==> src/rtl/edid_stream_pkg.sv <==
package edid_stream_pkg;

   // Width of a bit counter that can hold one byte position plus the filler slot
   function automatic int slot_width(input int data_w);
      return $clog2(data_w + 1);
   endfunction

   // Width needed to count up to a given number of warm-up edges
   function automatic int count_width(input int edges);
      return (edges < 2) ? 1 : $clog2(edges + 1);
   endfunction

endpackage

==> src/rtl/vclk_edge_sync.sv <==
module vclk_edge_sync #(
   parameter int STAGES = 2
) (
   input  logic clk,
   input  logic rst_n,
   input  logic async_in,
   output logic rise
);

   logic [STAGES-1:0] chain;
   logic              last_q;

   generate
      if (STAGES < 2) begin : g_bad_stages
         $error("vclk_edge_sync: STAGES must be at least 2");
      end
   endgenerate

   generate
      for (genvar i = 0; i < STAGES; i++) begin : g_stage
         if (i == 0) begin : g_first
            always_ff @(posedge clk or negedge rst_n) begin
               if (!rst_n) chain[0] <= 1'b0;
               else        chain[0] <= async_in;
            end
         end else begin : g_next
            always_ff @(posedge clk or negedge rst_n) begin
               if (!rst_n) chain[i] <= 1'b0;
               else        chain[i] <= chain[i-1];
            end
         end
      end
   endgenerate

   always_ff @(posedge clk or negedge rst_n) begin
      if (!rst_n) last_q <= 1'b0;
      else        last_q <= chain[STAGES-1];
   end

   assign rise = chain[STAGES-1] & ~last_q;

endmodule

==> src/rtl/warmup_gate.sv <==
module warmup_gate
   import edid_stream_pkg::*;
#(
   parameter int EDGES = 9
) (
   input  logic clk,
   input  logic rst_n,
   input  logic en,
   input  logic rise,
   output logic done
);

   localparam int CW = count_width(EDGES);
   localparam logic [CW-1:0] LAST = CW'(EDGES - 1);

   logic [CW-1:0] seen_q;

   generate
      if (EDGES < 1) begin : g_bad_edges
         $error("warmup_gate: EDGES must be at least 1");
      end
   endgenerate

   always_ff @(posedge clk or negedge rst_n) begin
      if (!rst_n) begin
         seen_q <= '0;
         done   <= 1'b0;
      end else if (en && rise && !done) begin
         seen_q <= seen_q + 1'b1;
         if (seen_q == LAST) done <= 1'b1;
      end
   end

endmodule

==> src/rtl/byte_serializer.sv <==
module byte_serializer
   import edid_stream_pkg::*;
#(
   parameter int DATA_W    = 8,
   parameter int STREAM_AW = 7,
   parameter int SW        = slot_width(DATA_W)
) (
   input  logic                 clk,
   input  logic                 rst_n,
   input  logic                 en,
   input  logic                 rise,
   input  logic                 armed,
   input  logic [DATA_W-1:0]    rd_data,
   output logic [STREAM_AW-1:0] stream_addr,
   output logic [SW-1:0]        slot,
   output logic                 presenting,
   output logic                 drive_low
);

   localparam logic [SW-1:0] LAST_DATA = SW'(DATA_W - 1);
   localparam logic [SW-1:0] FILL_SLOT = SW'(DATA_W);

   logic [SW-1:0]     next_slot;
   logic [DATA_W-1:0] aligned;

   assign next_slot = slot + 1'b1;
   assign aligned   = rd_data << next_slot;

   always_ff @(posedge clk or negedge rst_n) begin
      if (!rst_n) begin
         stream_addr <= '0;
         slot        <= '0;
         presenting  <= 1'b0;
         drive_low   <= 1'b0;
      end else if (!en) begin
         stream_addr <= '0;
         slot        <= '0;
         presenting  <= 1'b0;
         drive_low   <= 1'b0;
      end else if (rise && armed) begin
         if (!presenting) begin
            presenting <= 1'b1;
            slot       <= '0;
            drive_low  <= ~rd_data[DATA_W-1];
         end else if (slot == LAST_DATA) begin
            slot        <= FILL_SLOT;
            drive_low   <= 1'b0;
            stream_addr <= stream_addr + 1'b1;
         end else if (slot == FILL_SLOT) begin
            slot      <= '0;
            drive_low <= ~rd_data[DATA_W-1];
         end else begin
            slot      <= next_slot;
            drive_low <= ~aligned[DATA_W-1];
         end
      end
   end

endmodule

==> src/rtl/edid_vclk_streamer.sv <==
module edid_vclk_streamer
   import edid_stream_pkg::*;
#(
   parameter int DATA_W       = 8,
   parameter int MEM_AW       = 8,
   parameter int STREAM_DEPTH = 128,
   parameter int WARM_EDGES   = 9,
   parameter int SYNC_STAGES  = 2
) (
   input  logic              clk,
   input  logic              rst_n,
   input  logic              vclk_in,
   input  logic              stream_en,
   input  logic [DATA_W-1:0] rd_data,
   output logic [MEM_AW-1:0] rd_addr,
   output logic              sda_drive_low
);

   localparam int STREAM_AW = (STREAM_DEPTH < 2) ? 1 : $clog2(STREAM_DEPTH);
   localparam int SW        = slot_width(DATA_W);

   generate
      if ((1 << STREAM_AW) != STREAM_DEPTH) begin : g_bad_depth
         $error("edid_vclk_streamer: STREAM_DEPTH must be a power of two");
      end
      if (STREAM_AW > MEM_AW) begin : g_bad_aw
         $error("edid_vclk_streamer: streamed region exceeds memory");
      end
      if (DATA_W < 2) begin : g_bad_dw
         $error("edid_vclk_streamer: DATA_W must be at least 2");
      end
   endgenerate

   logic                 vclk_rise;
   logic                 warm_done;
   logic [STREAM_AW-1:0] stream_addr;
   logic [SW-1:0]        bit_slot;
   logic                 presenting;

   vclk_edge_sync #(.STAGES(SYNC_STAGES)) u_sync (
      .clk      (clk),
      .rst_n    (rst_n),
      .async_in (vclk_in),
      .rise     (vclk_rise)
   );

   warmup_gate #(.EDGES(WARM_EDGES)) u_warm (
      .clk   (clk),
      .rst_n (rst_n),
      .en    (stream_en),
      .rise  (vclk_rise),
      .done  (warm_done)
   );

   byte_serializer #(
      .DATA_W    (DATA_W),
      .STREAM_AW (STREAM_AW),
      .SW        (SW)
   ) u_ser (
      .clk         (clk),
      .rst_n       (rst_n),
      .en          (stream_en),
      .rise        (vclk_rise),
      .armed       (warm_done),
      .rd_data     (rd_data),
      .stream_addr (stream_addr),
      .slot        (bit_slot),
      .presenting  (presenting),
      .drive_low   (sda_drive_low)
   );

   generate
      if (STREAM_AW == MEM_AW) begin : g_addr_full
         assign rd_addr = stream_addr;
      end else begin : g_addr_pad
         assign rd_addr = {{(MEM_AW-STREAM_AW){1'b0}}, stream_addr};
      end
   endgenerate

endmodule

==> config.mk <==
export PLATFORM = sky130hd
export DESIGN_NAME = edid_vclk_streamer
export DESIGN_NICKNAME = d
export VERILOG_FILES = /design/src/rtl/edid_stream_pkg.sv /design/src/rtl/vclk_edge_sync.sv /design/src/rtl/warmup_gate.sv /design/src/rtl/byte_serializer.sv /design/src/rtl/edid_vclk_streamer.sv
export SDC_FILE = /design/constraint.sdc
export NUM_CORES = 1
export LEC_CHECK = 0
export BUFFER_PORTS_ARGS = -buffer_cell sky130_fd_sc_hd__buf_2
export CAP_MARGIN = 5
export CORE_MARGIN = 3
export CORE_UTILIZATION = 40
export DETAILED_ROUTE_END_ITERATION = 8
export PLACE_DENSITY = 0.58
export SYNTH_ARGS = -nofsm -noshare
export SYNTH_HDL_FRONTEND = slang
export SYNTH_SLANG_ARGS = --single-unit
==> constraint.sdc <==
create_clock -name clk -period 2.4 [get_ports clk]
set_input_delay 0.12 -clock clk [delete_from_list [all_inputs] [get_ports clk]]
set_output_delay 0.12 -clock clk [all_outputs]
set_load 0.01 [all_outputs]
# After elaboration in Yosys (flattened, before gate mapping)
# Cells that the tools add are included.
# op_classes
n_addsub	3
eq_ne	6
shift	1
mux	16
n_bitwise	4
reduce_logical	6
# op_table
op	count
7-bit two-way mux	4
4-bit two-way mux	5
4-bit by 1-bit adder with 4-bit output, second input constant	2
4-bit == test, second input constant	2
8-bit by 4-bit << shifter with 8-bit output	1
7-bit by 1-bit adder with 7-bit output, second input constant	1
1-bit two-way mux	7
2-bit by 1-bit inequality test with 1-bit output, second input constant	3
4-bit by 3-bit == test with 1-bit output, second input constant	1
1-bit logical AND	3
1-bit inverter	3
3-bit AND reduction	1
2-bit AND reduction	1
1-bit bitwise AND	1
1-bit zero test	1
# word_totals
ff_bits	21
input_bits	12
out_inout_bits	9
elab_cells	45

# Logic depth before layout (Yosys ltp)
# Gate-level depths: netlist of the first run.
# logic_depth
word_depth	8
mapped_depth	7
ltp_nobuf	6

# Modules after synthesis
# Synthesis of the first run repeated with hierarchy kept, for this count alone.
# unflattened
cells_unflattened	111
area_unflattened_um2	1181.1
# modules_own_cells
module	instances	cells_each	area_each_um2	seq_area_each_um2
byte_serializer	1	85	825.8	325.3
warmup_gate	1	20	255.2	125.1
vclk_edge_sync	1	4	88.8	75.1
edid_vclk_streamer	1	2	11.3	0.0

# Least setup slack after synthesis of the first run
# Ideal clock, no wire load.
# synth_timing
kind	register to register
from	register u_ser.slot[0]
to	register u_ser.drive_low
setup_ns	0.067
arrival_ns	1.510
required_ns	2.333
path_slack_ns	0.823
path_stages_with_launch	8
n_path_buf	1
period_less_slack_ns	1.577
cell_sequence	dfrtp_1 buf_6 inv_1 ha_1 mux4_1 mux2_2 o211ai_2 a32o_1
# synth_between
elab_chain_len	8
word_cells_on_any_way	10
cone_classes	add/sub: 1; eq/ne: 2; shift: 1; mux: 5; bitwise: 1
# synth_lines
item	line_no	source
start, declared	byte_serializer.sv:15	output logic [SW-1:0] slot,
start signal, assigned	byte_serializer.sv:53	slot <= next_slot;
4-bit by 1-bit adder with 4-bit output	byte_serializer.sv:26	assign next_slot = slot + 1'b1;
8-bit by 4-bit << shifter with 8-bit output	byte_serializer.sv:27	assign aligned = rd_data << next_slot;
1-bit inverter	byte_serializer.sv:54	drive_low <= ~aligned[DATA_W-1];
1-bit two-way mux	byte_serializer.sv:49	end else if (slot == FILL_SLOT) begin
1-bit two-way mux (*)	byte_serializer.sv:45	end else if (slot == LAST_DATA) begin
1-bit two-way mux (*)	byte_serializer.sv:41	if (!presenting) begin
1-bit two-way mux (*)	byte_serializer.sv:40	end else if (rise && armed) begin
1-bit two-way mux (*)	byte_serializer.sv:35	end else if (!en) begin
end signal, assigned	byte_serializer.sv:44	drive_low <= ~rd_data[DATA_W-1];
end signal, assigned	byte_serializer.sv:51	drive_low <= ~rd_data[DATA_W-1];
end signal, assigned	byte_serializer.sv:54	
end, declared	byte_serializer.sv:17	output logic drive_low
# Every way passes the cells marked *; elsewhere a longest branch is shown, timed or not. The select of a mux whose other input is x is not followed.
# A chain may end at the register's enable or synchronous reset.

# Worst setup path in the final report of the first run
# layout_timing
from	register u_ser.slot[0]
to	register u_ser.stream_addr[6]
# layout_between
elab_chain_len	3
# layout_lines
item	line_no	source
4-bit by 3-bit == test with 1-bit output	byte_serializer.sv:45	
2-bit by 1-bit inequality test with 1-bit output (no line)	--	
3-bit AND reduction (no line)	--	
end signal, assigned	byte_serializer.sv:48	stream_addr <= stream_addr + 1'b1;
end, declared	byte_serializer.sv:14	output logic [STREAM_AW-1:0] stream_addr,
# Every way passes these cells.

==> results of run 1 <==
-- stage by stage --
stage	total power, uW	utilization (%)	hold WS [ns]	area, sq um	worst slack [ns]
6_report	745	50.2	0.137	1310	0.630
3_3_place_gp	566	48.3	0.102	1260	0.694
5_1_grt	804	50.2	0.131	1310	0.467
4_1_cts	764	50.2	0.127	1310	0.622
3_5_place_dp	575	48.3	0.108	1260	0.638
2_1_floorplan	528	-	-0.176	1160	0.823
-- flip-flops by register name (all words and copies together), names as in the netlist --
| signal | flops |
|---|---|
| u_ser.drive_low | 1 |
| u_ser.presenting | 1 |
| u_ser.slot | 4 |
| u_ser.stream_addr | 7 |
| u_sync.chain | 2 |
| u_sync.last_q | 1 |
| u_warm.done | 1 |
| u_warm.seen_q | 4 |
-- kinds of logic after synthesis --
logic type	after synthesis	share of synthesized area, %
simple gates	39	19.8
flops	21	45.4
compound gates	17	11.7
xor+xnor	10	7.57
buf+inv	10	4.32
fa+ha+maj	5	5.41
mux	3	5.51
other cells	1	0.324
-- worst max path at each step --
stage                         startpoint                          endpoint  cells past startpoint
6_report       u_ser.slot[0]$_DFFE_PN0P_  u_ser.stream_addr[6]$_DFFE_PN0P_                      5
5_1_grt        u_ser.slot[0]$_DFFE_PN0P_  u_ser.stream_addr[6]$_DFFE_PN0P_                      5
4_1_cts        u_ser.slot[0]$_DFFE_PN0P_  u_ser.stream_addr[6]$_DFFE_PN0P_                      5
3_5_place_dp   u_ser.slot[0]$_DFFE_PN0P_  u_ser.stream_addr[6]$_DFFE_PN0P_                      5
3_3_place_gp   u_ser.slot[0]$_DFFE_PN0P_  u_ser.stream_addr[6]$_DFFE_PN0P_                      5
2_1_floorplan  u_ser.slot[0]$_DFFE_PN0P_       u_ser.drive_low$_DFFE_PN0P_                      7
-- layer usage --
| layer | vias up | GRT usage [%] | wire [microns] |
|---|---|---|---|
| li1 | 424 | - | - |
| met2 | 10 | 21.6 | 1040 |
| met1 | 386 | 16.6 | 946 |
| met4 | 0 | 4.75 | 23 |
| met5 | - | 0 | 0 |
| met3 | 4 | 3.89 | 68 |
-- power by group through the flow --
stage / sequential (uW) / clock (uW) / combinational [uW]
floorplan: 444 / 0 / 83.8
global placement: 453 / 0 / 113
detailed placement: 455 / 0 / 120
CTS: 447 / 192 / 124
global route: 458 / 205 / 141
finish: 446 / 179 / 120
-- layout make-up --
type                    instances  area [sq um]
fillers                       236          1300
multi-input cells              75           582
flip-flops and latches         21           526
repair buffers                 21           115
well taps                      30          37.5
clock buffers                   3          22.5
inverters                       6          22.5
clock inverters                 1          7.51
-- worst max-delay path: stages, from the launching register on --
cell,delay (ns)
dfrtp_1,0.50
ha_1,0.31
nand3b_1,0.24
nor4_1,0.37
xor2_1,0.10
and2_1,0.16
-- cells in the final DEF (no fill, tap or decap), drive strengths merged, types with 2 or more instances in the layout --
cell	n
nor4	2
o21ai	4
a32o	2
dfrtp	21
xor2	5
clkbuf	3
a21boi	2
nor3	2
and3b	2
nor2b	2
ha	5
xnor2	5
and2	7
nand3	5
dlygate4sd3	2
mux4	2
inv	6
buf	19
nand4b	2
nand2	10
nand3b	2
==> results.json, run 1 <==
{
  "syn_to_final_growth_pct": 13.4,
  "drtIter0Drc": 16,
  "peakVddDrop_mv": 0.436,
  "ys_seq_area_share_pct": 45.4,
  "synth_area_sq_um": 1160,
  "dieArea_sq_um": 3570,
  "finClkSkew_ns": 0.00398,
  "seqPwrFrac_pct": 59.9,
  "synthCells": 106,
  "drv_cap": 0,
  "synth_common_cells": "dfrtp_1 (21), nand2_1 (10), and2_1 (7), inv_1 (6)",
  "swShare_pct": 29.5,
  "start_kind": "flop",
  "viasPerCell": 5.25,
  "worstReg2RegEnd": "u_ser.stream_addr[6]$_DFFE_PN0P_",
  "rsz0062_at_grt": "no",
  "place_congestion": 0.766,
  "synth_top_area_share_pct": 45.4,
  "finalSetupTns_ns": 0,
  "io_pins": 21,
  "arrival_ns": 1.99,
  "antenna_found_initial": 0,
  "leakagePower_uw": 0.000659,
  "core-area_sq_um": 2610,
  "firstDrtPassIters": 4,
  "cp-end-kind": "flop",
  "synthFlopType": "dfrtp_1",
  "dp.cells": 151,
  "overflow": 0,
  "ant_nets": 0,
  "cts-buffers-inserted": 3,
  "grt_pass1_vias": 777,
  "drt_drc_violations_left": 0,
  "holdPathStages": 3,
  "p_clk_share_pct": 24.1,
  "rows": 18,
  "cts-root-buf": "clkbuf_4",
  "drive_gt1_share_pct": 22.0,
  "regToRegStartpoint": "u_ser.slot[0]$_DFFE_PN0P_",
  "final_nets": 145,
  "hold_path_end": "u_ser.presenting$_DFFE_PN0P_",
  "hold_viol_final": 0,
  "wl_per_cell_microns": 13.2,
  "synth_edf_count": 0,
  "rrSetupSlack_ns": 0.63,
  "dr_total_vias": 824,
  "ys_warn_count": 0,
  "synth_cell_types": 38,
  "clk_pin_slew_ns": 0.13,
  "cts.sinks": 21,
  "min_from": "stream_en",
  "ctsResizeCount": 0,
  "synth_most_common_cell": "dfrtp_1",
  "cts_tree": "done",
  "setup_viol": 0,
  "die_x_microns": 59.8,
  "cts.htree.levels": 1,
  "timing.hold.worst.class": "in -> reg",
  "r2r_cells": 5,
  "finalNonFillerCells": 157,
  "synthArstFlopShare_pct": 100,
  "grt_pass1_wl_microns": 3510,
  "antenna_cells": 0,
  "ys_ff_latch": 21,
  "status": "complete, no violations",
  "totalWireLength_microns": 2080,
  "finalMaxSlewViolations": 0,
  "cts_hold_buf": 2,
  "start_util_pct": 44.3,
  "synth.avg_cell_area_sq_um": 10.9,
  "io_buffers": 19,
  "post_cts_buffers": 0,
  "synth_fp_nets": 123,
  "power_frac_comb_pct": 16.0,
  "internal_power_uw": 525,
  "p_sw_uw": 219,
  "critPathMaxFanout": 8,
  "grt_start_max_net_pins": 22,
  "place_hpwl_microns": 1540,
  "finalCritPeriodShare_pct": 73.7,
  "clock_latency_ns": 0.31,
  "max_freq_mhz": 565,
  "crit_type": "reg -> reg",
  "grtUsageTotal_pct": 13.3,
  "worstPathRequired_ns": 2.62,
  "power_density_nw_per_um2": 567,
  "die_h_microns": 59.8,
  "clockBufferDepth": 2,
  "synth_area_leaders": "dfrtp_1 (45%), ha_1 (5.4%), mux4_1 (4.5%), and2_1 (3.8%), xnor2_1 (3.8%)",
  "synth_top_area_cell": "dfrtp_1",
  "finalCriticalPeriod_ns": 1.77
}
No activity file was read; power rests on OpenSTA's default activity.
==> run 2: changes to the inputs <==
--- a/config.mk
+++ b/config.mk
@@ -10,7 +10,7 @@
 export CORE_MARGIN = 3
 export CORE_UTILIZATION = 40
 export DETAILED_ROUTE_END_ITERATION = 8
-export PLACE_DENSITY = 0.58
+export PLACE_DENSITY = 0.6
 export SYNTH_ARGS = -nofsm -noshare
 export SYNTH_HDL_FRONTEND = slang
 export SYNTH_SLANG_ARGS = --single-unit
==> constraint.sdc (replaced) <==
create_clock -name clk -period 1.6 [get_ports clk]
set_input_delay 0.08 -clock clk [delete_from_list [all_inputs] [get_ports clk]]
set_output_delay 0.08 -clock clk [all_outputs]
set_load 0.01 [all_outputs]
==> run 2 against run 1 <==
Net effect: combinational power grew 94%; worst hold slack gained 0.024 ns; non-clock buffer count grew 13; utilization grew 5.4 points.
==> results.json, run 2 (synthesis results as in run 1) <==
{
  "status": "complete, no violations",
  "finalMaxSlewViolations": 0,
  "crit_buf_inv": 1,
  "clockBufferDepth": 2,
  "crit_slowest_cell": "dfrtp_2",
  "arrival_ns": 1.83,
  "start_kind": "flop",
  "antenna_cells": 0,
  "firstDrtPassIters": 4,
  "critical_path_cell_count": 6,
  "multi_input_area_sq_um": 619,
  "ant_nets": 0,
  "dr_total_vias": 924,
  "drv_cap": 0,
  "min_from": "rd_data[7]",
  "holdPathStages": 3,
  "grt_start_max_net_pins": 22,
  "wl_per_cell_microns": 14.1,
  "place_hpwl_microns": 1740,
  "r2r_cells": 6,
  "final_cell_mix": "dfrtp_1 (20), buf_2 (19), buf_4 (12)",
  "cts-root-buf": "clkbuf_4",
  "cts-buffers-inserted": 3,
  "final_nets": 158,
  "leakagePower_uw": 0.000726,
  "io_pins": 21,
  "final_common_cell": "dfrtp_1",
  "cts_tree": "done",
  "critPathMaxStageDelay_ns": 0.43,
  "clk_pin_slew_ns": 0.12,
  "antenna_found_initial": 0,
  "regToRegStartpoint": "u_ser.slot[0]$_DFFE_PN0P_",
  "die_x_microns": 59.8,
  "finClkSkew_ns": 0.00420,
  "drtIter0Drc": 27,
  "dpl_cell_area_sq_um": 1350,
  "critPathMaxFanout": 5,
  "wl_met3_microns": 67,
  "seqCellArea_sq_um": 527,
  "worstReg2RegEnd": "u_ser.drive_low$_DFFE_PN0P_",
  "die_h_microns": 59.8,
  "met1_length_microns": 1030,
  "grt_pass1_wl_microns": 4170,
  "io_buffers": 19,
  "clock_latency_ns": 0.30,
  "start_util_pct": 44.3,
  "highest_layer": "met4",
  "fin_area_sq_um": 1450,
  "rsz0062_at_grt": "yes",
  "cp-end-kind": "flop",
  "cts.sinks": 21,
  "finalCriticalPeriod_ns": 1.58,
  "drt_drc_violations_left": 0,
  "largest-register": "u_ser.stream_addr",
  "rrSetupSlack_ns": 0.02,
  "drive_gt1_share_pct": 36.4,
  "wl_met2_microns": 1250,
  "overflow": 0,
  "dieArea_sq_um": 3570,
  "top_regs": "u_ser.stream_addr x7, u_ser.slot x4, u_warm.seen_q x4",
  "syn_to_final_growth_pct": 25.5,
  "grtUsageTotal_pct": 15.5,
  "hold_viol_final": 0,
  "hold_path_end": "u_ser.drive_low$_DFFE_PN0P_",
  "nFillCells": 240,
  "totalWireLength_microns": 2390,
  "cts.htree.levels": 1,
  "grt_pass1_vias": 951,
  "rows": 18,
  "viasPerCell": 5.44,
  "finalCritPeriodShare_pct": 98.7,
  "worstPathRequired_ns": 1.85,
  "timing.hold.worst.class": "in -> reg",
  "power_density_nw_per_um2": 793,
  "finalSetupTns_ns": 0,
  "core-area_sq_um": 2610,
  "cp_cell_sequence": "inv_2, ha_4, mux4_2, mux2_4, o211ai_2, a32o_1",
  "place_congestion": 0.768,
  "crit_type": "reg -> reg",
  "setup_viol": 0,
  "largest_register_ffs": 7,
  "peakVddDrop_mv": 0.793,
  "max_freq_mhz": 633,
  "crit_family": "multiplexers",
  "holdWs_ns": 0.161
}
-- run 2: repair_timing --
action	in CTS	in global routing
pin swaps	1	3
hold buffers	2	0
setup endpoints to repair	1	9
cloned	0	0
buffers inserted	1	1
gates resized for setup	7	5
endpoints found under the hold margin	22	0
-- run 2: tightest hold or removal path: cells and delay by family --
kind	cells	cell delay, ns
buf+inv	1	0.10
compound gates	2	0.25
-- run 2: worst max path at each step --
stage,from,endpoint,slack [ns]
2_1_floorplan,u_ser.slot[0]$_DFFE_PN0P_,u_ser.drive_low$_DFFE_PN0P_,0.02
3_3_place_gp,u_ser.slot[0]$_DFFE_PN0P_,u_ser.drive_low$_DFFE_PN0P_,0.03
3_5_place_dp,u_ser.slot[0]$_DFFE_PN0P_,u_ser.drive_low$_DFFE_PN0P_,-0.04
4_1_cts,u_ser.slot[0]$_DFFE_PN0P_,u_ser.drive_low$_DFFE_PN0P_,-0.04
5_1_grt,u_ser.slot[0]$_DFFE_PN0P_,u_ser.drive_low$_DFFE_PN0P_,-0.09
6_report,u_ser.slot[0]$_DFFE_PN0P_,u_ser.drive_low$_DFFE_PN0P_,0.02
-- run 2: cell type report --
class	instances	area share, %
Clock inverter	1	0.517
Tap cell	30	2.58
Timing Repair Buffer	34	14.9
Sequential cell	21	36.3
Clock buffer	3	1.55
Multi-Input combinational cell	75	42.6
Inverter	6	1.55
-- run 2: metal layers --
| metal | vias to the layer above | global-route usage, % |
|---|---|---|
| met5 | - | 0 |
| met4 | 0 | 6.65 |
| met3 | 4 | 3.89 |
| met2 | 14 | 26.1 |
| met1 | 460 | 18.7 |
| li1 | 446 | - |
-- run 2: per-stage QoR --
step | cells | utilization [%] | setup WS [ns] | total power [uW]
after global routing | 170 | 55.6 | -0.0892 | 1260
final | 170 | 55.6 | 0.0202 | 1150
after CTS | 169 | 54.4 | -0.0426 | 1180
after floorplan | 106 | - | 0.0226 | 792
after detailed placement | 162 | 51.5 | -0.0358 | 895
after global placement | 162 | 51.5 | 0.0283 | 876
-- run 2: report_power, final --
group          total [uW]  internal (uW)  leakage, uW  switching [uW]
logic                 233            115     0.000435             118
registers             656            602     0.000277            53.9
clock network         263           95.2    0.0000139             168
